[config.mk]
export PLATFORM = sky130hd
export DESIGN_NAME = ts_cluster_expander
export DESIGN_NICKNAME = d
export VERILOG_FILES = /design/src/rtl/tsx_pkg.sv /design/src/rtl/tsx_byte_gather.sv /design/src/rtl/tsx_expand.sv /design/src/rtl/ts_cluster_expander.sv
export SDC_FILE = /design/constraint.sdc
export NUM_CORES = 1
export LEC_CHECK = 0
export CAP_MARGIN = 5
export CORE_MARGIN = 5
export CORE_UTILIZATION = 55
export CTS_CLUSTER_DIAMETER = 150
export CTS_CLUSTER_SIZE = 8
export DETAILED_ROUTE_END_ITERATION = 12
export PLACE_DENSITY_LB_ADDON = 0.15
export RECOVER_POWER = 25
export SLEW_MARGIN = 20
export SYNTH_ARGS = -nofsm -noshare
export SYNTH_HDL_FRONTEND = slang
export SYNTH_SLANG_ARGS = --single-unit
[constraint.sdc]
create_clock -name clk -period 10.81 [get_ports clk]
set_input_delay 1.6215 -clock clk [delete_from_list [all_inputs] [get_ports clk]]
set_output_delay 1.6215 -clock clk [all_outputs]
set_load 0.005 [all_outputs]
[src/rtl/tsx_pkg.sv]
package tsx_pkg;
  localparam int CH   = 4;   // channels per sample
  localparam int SPE  = 4;   // samples per event word
  localparam int TS_W = 16;  // timestamp width
  localparam int EV_W = CH * SPE;

  typedef enum logic [1:0] {ST_IDLE, ST_PAD, ST_EMIT} exp_state_t;

  // channel c of sample k lives at bit k + SPE*c of the event word
  function automatic logic [CH-1:0] pick_sample(input logic [EV_W-1:0] ev,
                                                input logic [1:0] k);
    logic [CH-1:0] s;
    for (int c = 0; c < CH; c++) s[c] = ev[SPE*c + int'(k)];
    return s;
  endfunction
endpackage

[src/rtl/tsx_byte_gather.sv]
module tsx_byte_gather
  import tsx_pkg::*;
#(
  parameter int N_EVENTS = 7
) (
  input  logic                     clk,
  input  logic                     rst,
  input  logic                     in_valid,
  input  logic                     in_first,
  input  logic [7:0]               in_data,
  output logic                     in_ready,
  input  logic                     take,
  output logic                     cl_valid,
  output logic                     cl_first,
  output logic [TS_W-1:0]          cl_ts,
  output logic [N_EVENTS*EV_W-1:0] cl_ev
);
  localparam int NB = 2 * (N_EVENTS + 1);
  localparam int CW = $clog2(NB);

  logic [7:0]    mem [NB];
  logic [CW-1:0] cnt_q, idx;
  logic          full_q, first_q, accept;

  assign in_ready = !full_q;
  assign accept   = in_valid && !full_q;
  assign idx      = in_first ? '0 : cnt_q;

  // byte storage without reset so it maps to distributed or block RAM
  always_ff @(posedge clk) begin
    if (accept) mem[idx] <= in_data;
  end

  always_ff @(posedge clk) begin
    if (rst) begin
      cnt_q   <= '0;
      full_q  <= 1'b0;
      first_q <= 1'b0;
    end else begin
      if (take) full_q <= 1'b0;
      if (accept) begin
        if (idx == '0) first_q <= in_first;
        if (idx == CW'(NB - 1)) begin
          full_q <= 1'b1;
          cnt_q  <= '0;
        end else begin
          cnt_q <= idx + 1'b1;
        end
      end
    end
  end

  assign cl_valid = full_q;
  assign cl_first = first_q;
  assign cl_ts    = {mem[1], mem[0]};

  for (genvar g = 0; g < N_EVENTS; g++) begin : g_ev
    assign cl_ev[g*EV_W +: EV_W] = {mem[2*g+3], mem[2*g+2]};
  end
endmodule

[src/rtl/tsx_expand.sv]
module tsx_expand
  import tsx_pkg::*;
#(
  parameter int N_EVENTS = 7
) (
  input  logic                     clk,
  input  logic                     rst,
  input  logic                     cl_valid,
  input  logic                     cl_first,
  input  logic [TS_W-1:0]          cl_ts,
  input  logic [N_EVENTS*EV_W-1:0] cl_ev,
  output logic                     take,
  output logic                     out_valid,
  input  logic                     out_ready,
  output logic [CH-1:0]            out_sample
);
  localparam int PW      = TS_W + 2;            // gap-fill counter width
  localparam int PER_CL  = N_EVENTS * SPE;      // samples per cluster
  localparam int EI_W    = $clog2(N_EVENTS + 1);

  exp_state_t              st_q;
  logic [TS_W-1:0]         prev_ts_q, base, diff;
  logic [PW-1:0]           pad_q, pad_calc;
  logic [N_EVENTS*EV_W-1:0] ev_q;
  logic [EI_W-1:0]         ei_q;
  logic [1:0]              k_q;
  logic [CH-1:0]           last_q, cur;
  logic                    adv;

  assign base     = cl_first ? cl_ts - 1'b1 : prev_ts_q;
  assign diff     = cl_ts - base;
  assign pad_calc = (diff > TS_W'(N_EVENTS)) ? ({2'b00, diff} << 2) - PW'(PER_CL) : '0;
  assign take     = (st_q == ST_IDLE) && cl_valid;
  assign adv      = !out_valid || out_ready;
  assign cur      = pick_sample(ev_q[int'(ei_q)*EV_W +: EV_W], k_q);

  always_ff @(posedge clk) begin
    if (rst) begin
      st_q       <= ST_IDLE;
      out_valid  <= 1'b0;
      out_sample <= '0;
      last_q     <= '0;
      prev_ts_q  <= '0;
      pad_q      <= '0;
      ei_q       <= '0;
      k_q        <= '0;
      ev_q       <= '0;
    end else begin
      case (st_q)
        ST_IDLE: begin
          if (adv) out_valid <= 1'b0;
          if (take) begin
            ev_q      <= cl_ev;
            prev_ts_q <= cl_ts;
            pad_q     <= pad_calc;
            ei_q      <= '0;
            k_q       <= '0;
            if (cl_first) last_q <= '0;
            st_q <= (pad_calc != '0) ? ST_PAD : ST_EMIT;
          end
        end
        ST_PAD: begin
          if (adv) begin
            out_valid  <= 1'b1;
            out_sample <= last_q;
            pad_q      <= pad_q - 1'b1;
            if (pad_q == PW'(1)) st_q <= ST_EMIT;
          end
        end
        default: begin
          if (adv) begin
            out_valid  <= 1'b1;
            out_sample <= cur;
            k_q        <= k_q + 1'b1;
            if (k_q == 2'd3) begin
              if (ei_q == EI_W'(N_EVENTS - 1)) begin
                last_q <= cur;
                st_q   <= ST_IDLE;
              end else begin
                ei_q <= ei_q + 1'b1;
              end
            end
          end
        end
      endcase
    end
  end

  AST_IDLE_AFTER_RESET: assert property (@(posedge clk) disable iff (rst)
    $past(rst) |-> !out_valid);

  AST_HOLD_UNDER_STALL: assert property (@(posedge clk) disable iff (rst)
    (out_valid && !out_ready) |=> (out_valid && $stable(out_sample)));

  AST_FILL_IS_HELD: assert property (@(posedge clk) disable iff (rst)
    ((st_q == ST_PAD) && $past(st_q == ST_PAD) && out_valid) |-> (out_sample == last_q));

  AST_BLOCK_START_NO_FILL: assert property (@(posedge clk) disable iff (rst)
    (take && cl_first) |=> (st_q != ST_PAD));
endmodule

[src/rtl/ts_cluster_expander.sv]
module ts_cluster_expander
  import tsx_pkg::*;
#(
  parameter int N_EVENTS = 7
) (
  input  logic       clk,
  input  logic       rst,
  input  logic       byte_valid,
  input  logic       byte_blk_start,
  input  logic [7:0] byte_data,
  output logic       byte_ready,
  output logic       smp_valid,
  input  logic       smp_ready,
  output logic [3:0] smp_data
);
  logic                     take, cl_valid, cl_first;
  logic [TS_W-1:0]          cl_ts;
  logic [N_EVENTS*EV_W-1:0] cl_ev;

  tsx_byte_gather #(.N_EVENTS(N_EVENTS)) u_gather (
    .clk      (clk),
    .rst      (rst),
    .in_valid (byte_valid),
    .in_first (byte_blk_start),
    .in_data  (byte_data),
    .in_ready (byte_ready),
    .take     (take),
    .cl_valid (cl_valid),
    .cl_first (cl_first),
    .cl_ts    (cl_ts),
    .cl_ev    (cl_ev)
  );

  tsx_expand #(.N_EVENTS(N_EVENTS)) u_expand (
    .clk        (clk),
    .rst        (rst),
    .cl_valid   (cl_valid),
    .cl_first   (cl_first),
    .cl_ts      (cl_ts),
    .cl_ev      (cl_ev),
    .take       (take),
    .out_valid  (smp_valid),
    .out_ready  (smp_ready),
    .out_sample (smp_data)
  );
endmodule

Word level (Yosys, flattened, before mapping)
Memories as Yosys holds them, arrays and structs flattened. A register that Yosys moved wholly into a read port is not among the register bits. Cells that the tools add are included.

Register bits after elaboration: 56. Bits in writable memories: 128. Input bits: 13. Output and inout port bits: 6. Logic and storage cells: 113. Memories: 1.

Add/sub/neg operators: 10. Magnitude comparators: 5. Equal/unequal tests: 10. Shift-type cells: 1. Mux-type cells: 51. Bitwise gates (word level): 2. Reductions and logical operators: 22.

Memory list: u_gather.mem (words 16, width 8, read ports 16, clocked after Yosys merged registers in 14, write ports 1, RTL line tsx_byte_gather.sv:21) `logic [7:0] mem [NB];`.

Operators with widths (count): 112-bit by 8-bit variable part select with 16-bit output (1); 32-bit by 6-bit < comparator with 1-bit output, second input constant (3); 18-bit 2-to-1 mux (3); 4-bit 2-to-1 mux (9); 18-bit case mux with 2 select lines (1); 18-bit by 1-bit equality test with 1-bit output, second input constant (1); 2-bit 2-to-1 mux (9); 18-bit nonzero test (1); 18-bit by 1-bit subtractor with 18-bit output, second input constant (1); 18-bit by 5-bit subtractor with 18-bit output, second input constant (1); 16-bit by 3-bit greater-than comparator with 1-bit output, second input constant (1); 16-bit 2-to-1 mux (1); 4-bit case mux with 2 select lines (2); 16-bit by 1-bit subtractor with 16-bit output, second input constant (1); 16-bit subtractor (1); 1-bit 2-to-1 mux (15); 1-bit binary-select mux with 4-bit select (3); 3-bit 2-to-1 mux (4); 6-bit AND reduction (2); 4-bit by 2-bit adder with 5-bit output, first input constant (2); 2-bit case mux with 2 select lines (2); 2-bit nonzero test (4); 2-bit by 1-bit != test with 1-bit output, second input constant (3); 3-bit case mux with 2 select lines (1); other kinds (21) (29).

Longest topological paths before layout
An unclocked memory read counts as a cell.

Word-level depth: 10. Mapped depth: 20. Gate-level depth less buffers: 20.

Hierarchy
A second synthesis with hierarchy kept.

Cell total of the unflattened synthesis: 1342. Area total of the unflattened synthesis: 13191.4 um2.

By module, submodules not included: tsx_expand (times used 1, cells each 1152, area an instance 8916.1 um2, seq. area each 3243.1 um2); tsx_byte_gather (times used 1, cells each 190, area an instance 4275.4 um2, seq. area each 3963.8 um2).

Least setup slack after synthesis
No wires, ideal clock.

Path kind: reg2reg. From: memory u_gather.mem[0][1]. To: register u_expand.pad_q[8]. Library setup time: 131 ps. Data arrival time: 4570 ps. Data required time: 10679 ps. Path slack: 6109 ps. Cell stages (with the launch flop): 21. Buffers on the path: 2. Clock period less this slack: 4701 ps. Cell sequence: edfxtp_1 > inv_1 > ha_1 > nand2_1 > or2_2 > or3_1 > a21oi_1 > a21oi_1 > ha_1 > clkbuf_1 > a21oi_1 > o21ai_0 > or2_2 > o211ai_1 > nand3_2 > or4b_1 > buf_2 > nor4_4 > nor2_4 > a221oi_2 > nor3_1.

RTL lines: from (decl) (RTL line tsx_byte_gather.sv:21); to (signal assigned) (RTL line tsx_expand.sv:55) `pad_q <= pad_calc;`; to (signal assigned) (RTL line tsx_expand.sv:66) `pad_q <= pad_q - 1'b1;`; to (decl) (RTL line tsx_expand.sv:23) `logic [PW-1:0] pad_q, pad_calc;`.

==> out/summary.txt <==
outcome - complete, but fails checks
failing checks - capacitance limit, slew limit
Via density - 5.72
fmax - 191 MHz
critical path required time - 11.18 ns
Nets - 1,380
FP Rows - 56
dominant cells by area after synthesis - edfxtp_1, dfxtp_1, nand2_1
critical path's most frequent cell - a21oi_1
sequential area share after synthesis - 55.1%
CTS buffer count - 42
number of I/O port buffers - 18
Netlist cell types - 64
Placer Congestion - 0.840
WHS Path Cells - 2
Synth Flop Type - dfxtp_1
IO Pins - 19
Clk Latency, worst-skew pair - 0.54 ns
Cells after Synth - 1,347
antenna-violating nets left - 0
Clock transition at path regs - 0.05 ns
HP Class - register to register
WS Path Type - register to register
number of enable flip-flop cells after synthesis - 128
pwr/cell area - 173 nW/um2
commonest non-fill, non-tap cell in the layout - nand2_1
cell taking the most area after synthesis - edfxtp_1
Place WS - 5.58 ns
RSZ-0062 raised after global routing - no
Die H - 164 um
setup bufs post-CTS - 0
clock skew - 0.0221 ns
Crit. End Element - register
Setup-failing EPs final - 0
global route overflow - 0
htree depth - 2
share of layout cells above drive strength 1 - 7.08%
Remaining DRCs - 0
Initial Util - 55.7%
Syn Std Cell Area - 13,100 um2
cts repair resizes - 0
slowest stage cell, crit path - or4b_1
Max VDD drop - 0.156 mV
CTS tree - done
Arr. time, crit path - 5.61 ns
Avg Inst Size Synth - 9.71 um2
Worst Setup Start Kind - register
Worst-Margin Slew - 2.61 ns
Clock Tree Buf Depth - 3
synthesized flop and latch total - 296
Setup WS post-layout - 5.58 ns
share of the synthesized area in the top cell type - 29.4%
post-DP HPWL - 18,600 um
Hold Fails Final Rpt - 0
critical path fanouts, max - 9
CTS Sinks - 296
critical hold path startpoint - u_expand.ev_q[51]
die width - 164 um
Syn Nets - 1,387
CP max stage delay - 0.67 ns
global-route wire length before repair - 48,900 um
root buf cell - clkbuf_16
n_diodes - 0
commonest non-fill, non-tap cells in the layout - nand2_1, a21oi_1, dfxtp_1
area delta synth->final - 12.2%
CP startpoint - u_gather.mem[0][1]
initial antenna violation count - 0
Die ar. - 27,000 um2
GRT Util Overall - 22.7%
placeable core area - 23,500 um2
reg2reg setup slack - 5.58 ns
Leakage - 4.72 nW
hold-fix buffers at CTS - 0
number of global-route vias before repair - 9,296
Critical Path, Cell by Cell - inv_1, ha_1, nand2_1, or2_2, or3_1, a21oi_1, a21oi_1, ha_1, a21oi_1, o21ai_0, or2_2, o211ai_1, nand3_2, or4b_1, nor4_4, nor2_4, a211oi_1, nor3_1
Final Max Slew Viols - 35
FFs w/ async S/R, synth - 0%
First DRT Iteration DRCs - 805
Critical R2R Capture - u_expand.pad_q[3]
synth warn - 0
WP buf/inv - 1
largest net degree at the start of global routing - 102
routed via count - 9,662
CP delay by family, top - simple AND/OR/NAND/NOR gates
fin crit share - 48.4%
Hold Path Sink - u_expand.ev_q[51]
Reg2Reg Depth - 18
Max Cap Viol - 1
R2R Path Start - u_gather.mem[0][1]
DR pass1 iterations - 5
total negative slack - 0 ns
Slew Limit Headroom - -74.6%
Tmin final - 5.23 ns
WL final - 30,300 um
DR WL/cell - 17.9 um
-- through the flow --
stage | util, % | hold WS [ns] | power (mW) | cell area (um2) | instances
after floorplan | - | 0.433 | 1.31 | 13100 | 1347
after global placement | 57.3 | 0.440 | 1.36 | 13400 | 1615
after detailed placement | 57.3 | 0.446 | 1.36 | 13400 | 1615
after CTS | 62.5 | 0.454 | 2.56 | 14700 | 1690
after global routing | 62.5 | 0.468 | 2.63 | 14700 | 1690
final | 62.5 | 0.451 | 2.54 | 14700 | 1690
-- worst max path at each step --
stage | end | slack [ns] | depth (start not counted)
6_report | u_expand.pad_q[3] | 5.58 | 18
5_1_grt | u_expand.pad_q[3] | 5.12 | 14
4_1_cts | u_expand.pad_q[3] | 5.58 | 14
3_5_place_dp | u_expand.pad_q[3] | 5.58 | 14
2_1_floorplan | u_expand.pad_q[8] | 6.11 | 20
3_3_place_gp | u_expand.pad_q[3] | 5.72 | 18
-- logic make-up after synthesis --
family	count (synthesis)	share of synthesized area (%)
AO/OA/AOI/OAI	312	13.5
XOR/XNOR	33	2.21
adder cells (fa/ha/maj)	27	2.64
buffers and inverters	98	2.82
flip-flops	296	55.1
multiplexers	49	6.05
AND/OR/NAND/NOR	532	17.6
-- worst min-delay path: cells and delay by family (launching register included) --
kind             cells  cell delay, ns
flip-flops           1            0.30
AND/OR/NAND/NOR      1            0.05
AO/OA/AOI/OAI        1            0.05
-- sequential cells by signal, summed over array words and instances, names as in the netlist --
register             cells
u_gather.cl_first        1
u_expand.st_q            2
u_expand.k_q             2
u_gather.mem           128
u_expand.last_q          4
u_expand.out_sample      4
u_expand.pad_q          18
u_expand.ei_q            3
u_expand.prev_ts_q      16
u_gather.cl_valid        1
u_gather.cnt_q           4
u_expand.ev_q          112
u_expand.out_valid       1
-- where the power goes --
group          leakage [nW]  total [mW]  switching [mW]  internal, mW
logic                  1.63       0.161           0.108        0.0533
registers              2.51        1.18         0.00580          1.17
clock network         0.579        1.20           0.469         0.731
-- cell usage after synthesis (6+ instances only) --
master / number
xnor2_1: 21
and3_1: 6
nor3_1: 31
nand2_1: 332
a21oi_1: 189
nor2_1: 82
edfxtp_1: 128
or3_1: 12
mux2i_1: 25
nand2b_1: 9
dfxtp_1: 168
nor4_1: 7
nand3_1: 19
a211oi_1: 14
ha_1: 26
inv_1: 20
clkbuf_1: 73
mux4_2: 24
nor2b_1: 6
o21ai_0: 64
xor2_1: 12
-- metal layers --
| metal | vias to the layer above | share of wire, % | GRT usage [%] |
|---|---|---|---|
| met1 | 4668 | 45 | 30.9 |
| met3 | 47 | 4.2 | 3.56 |
| met4 | 0 | 1.8 | 5.60 |
| met5 | - | 0 | 0 |
| li1 | 4748 | - | - |
| met2 | 199 | 49 | 38.3 |
-- cell type report --
cell class              instances  area [um2]
fillers                      1949        8810
flip-flops and latches        296        7210
multi-input cells             953        5510
clock buffers                  72        1160
well taps                     319         399
repair buffers                 26         241
inverters                      21        78.8
clock inverters                 3        58.8
Note: power is estimated with default switching activity, not from simulation.
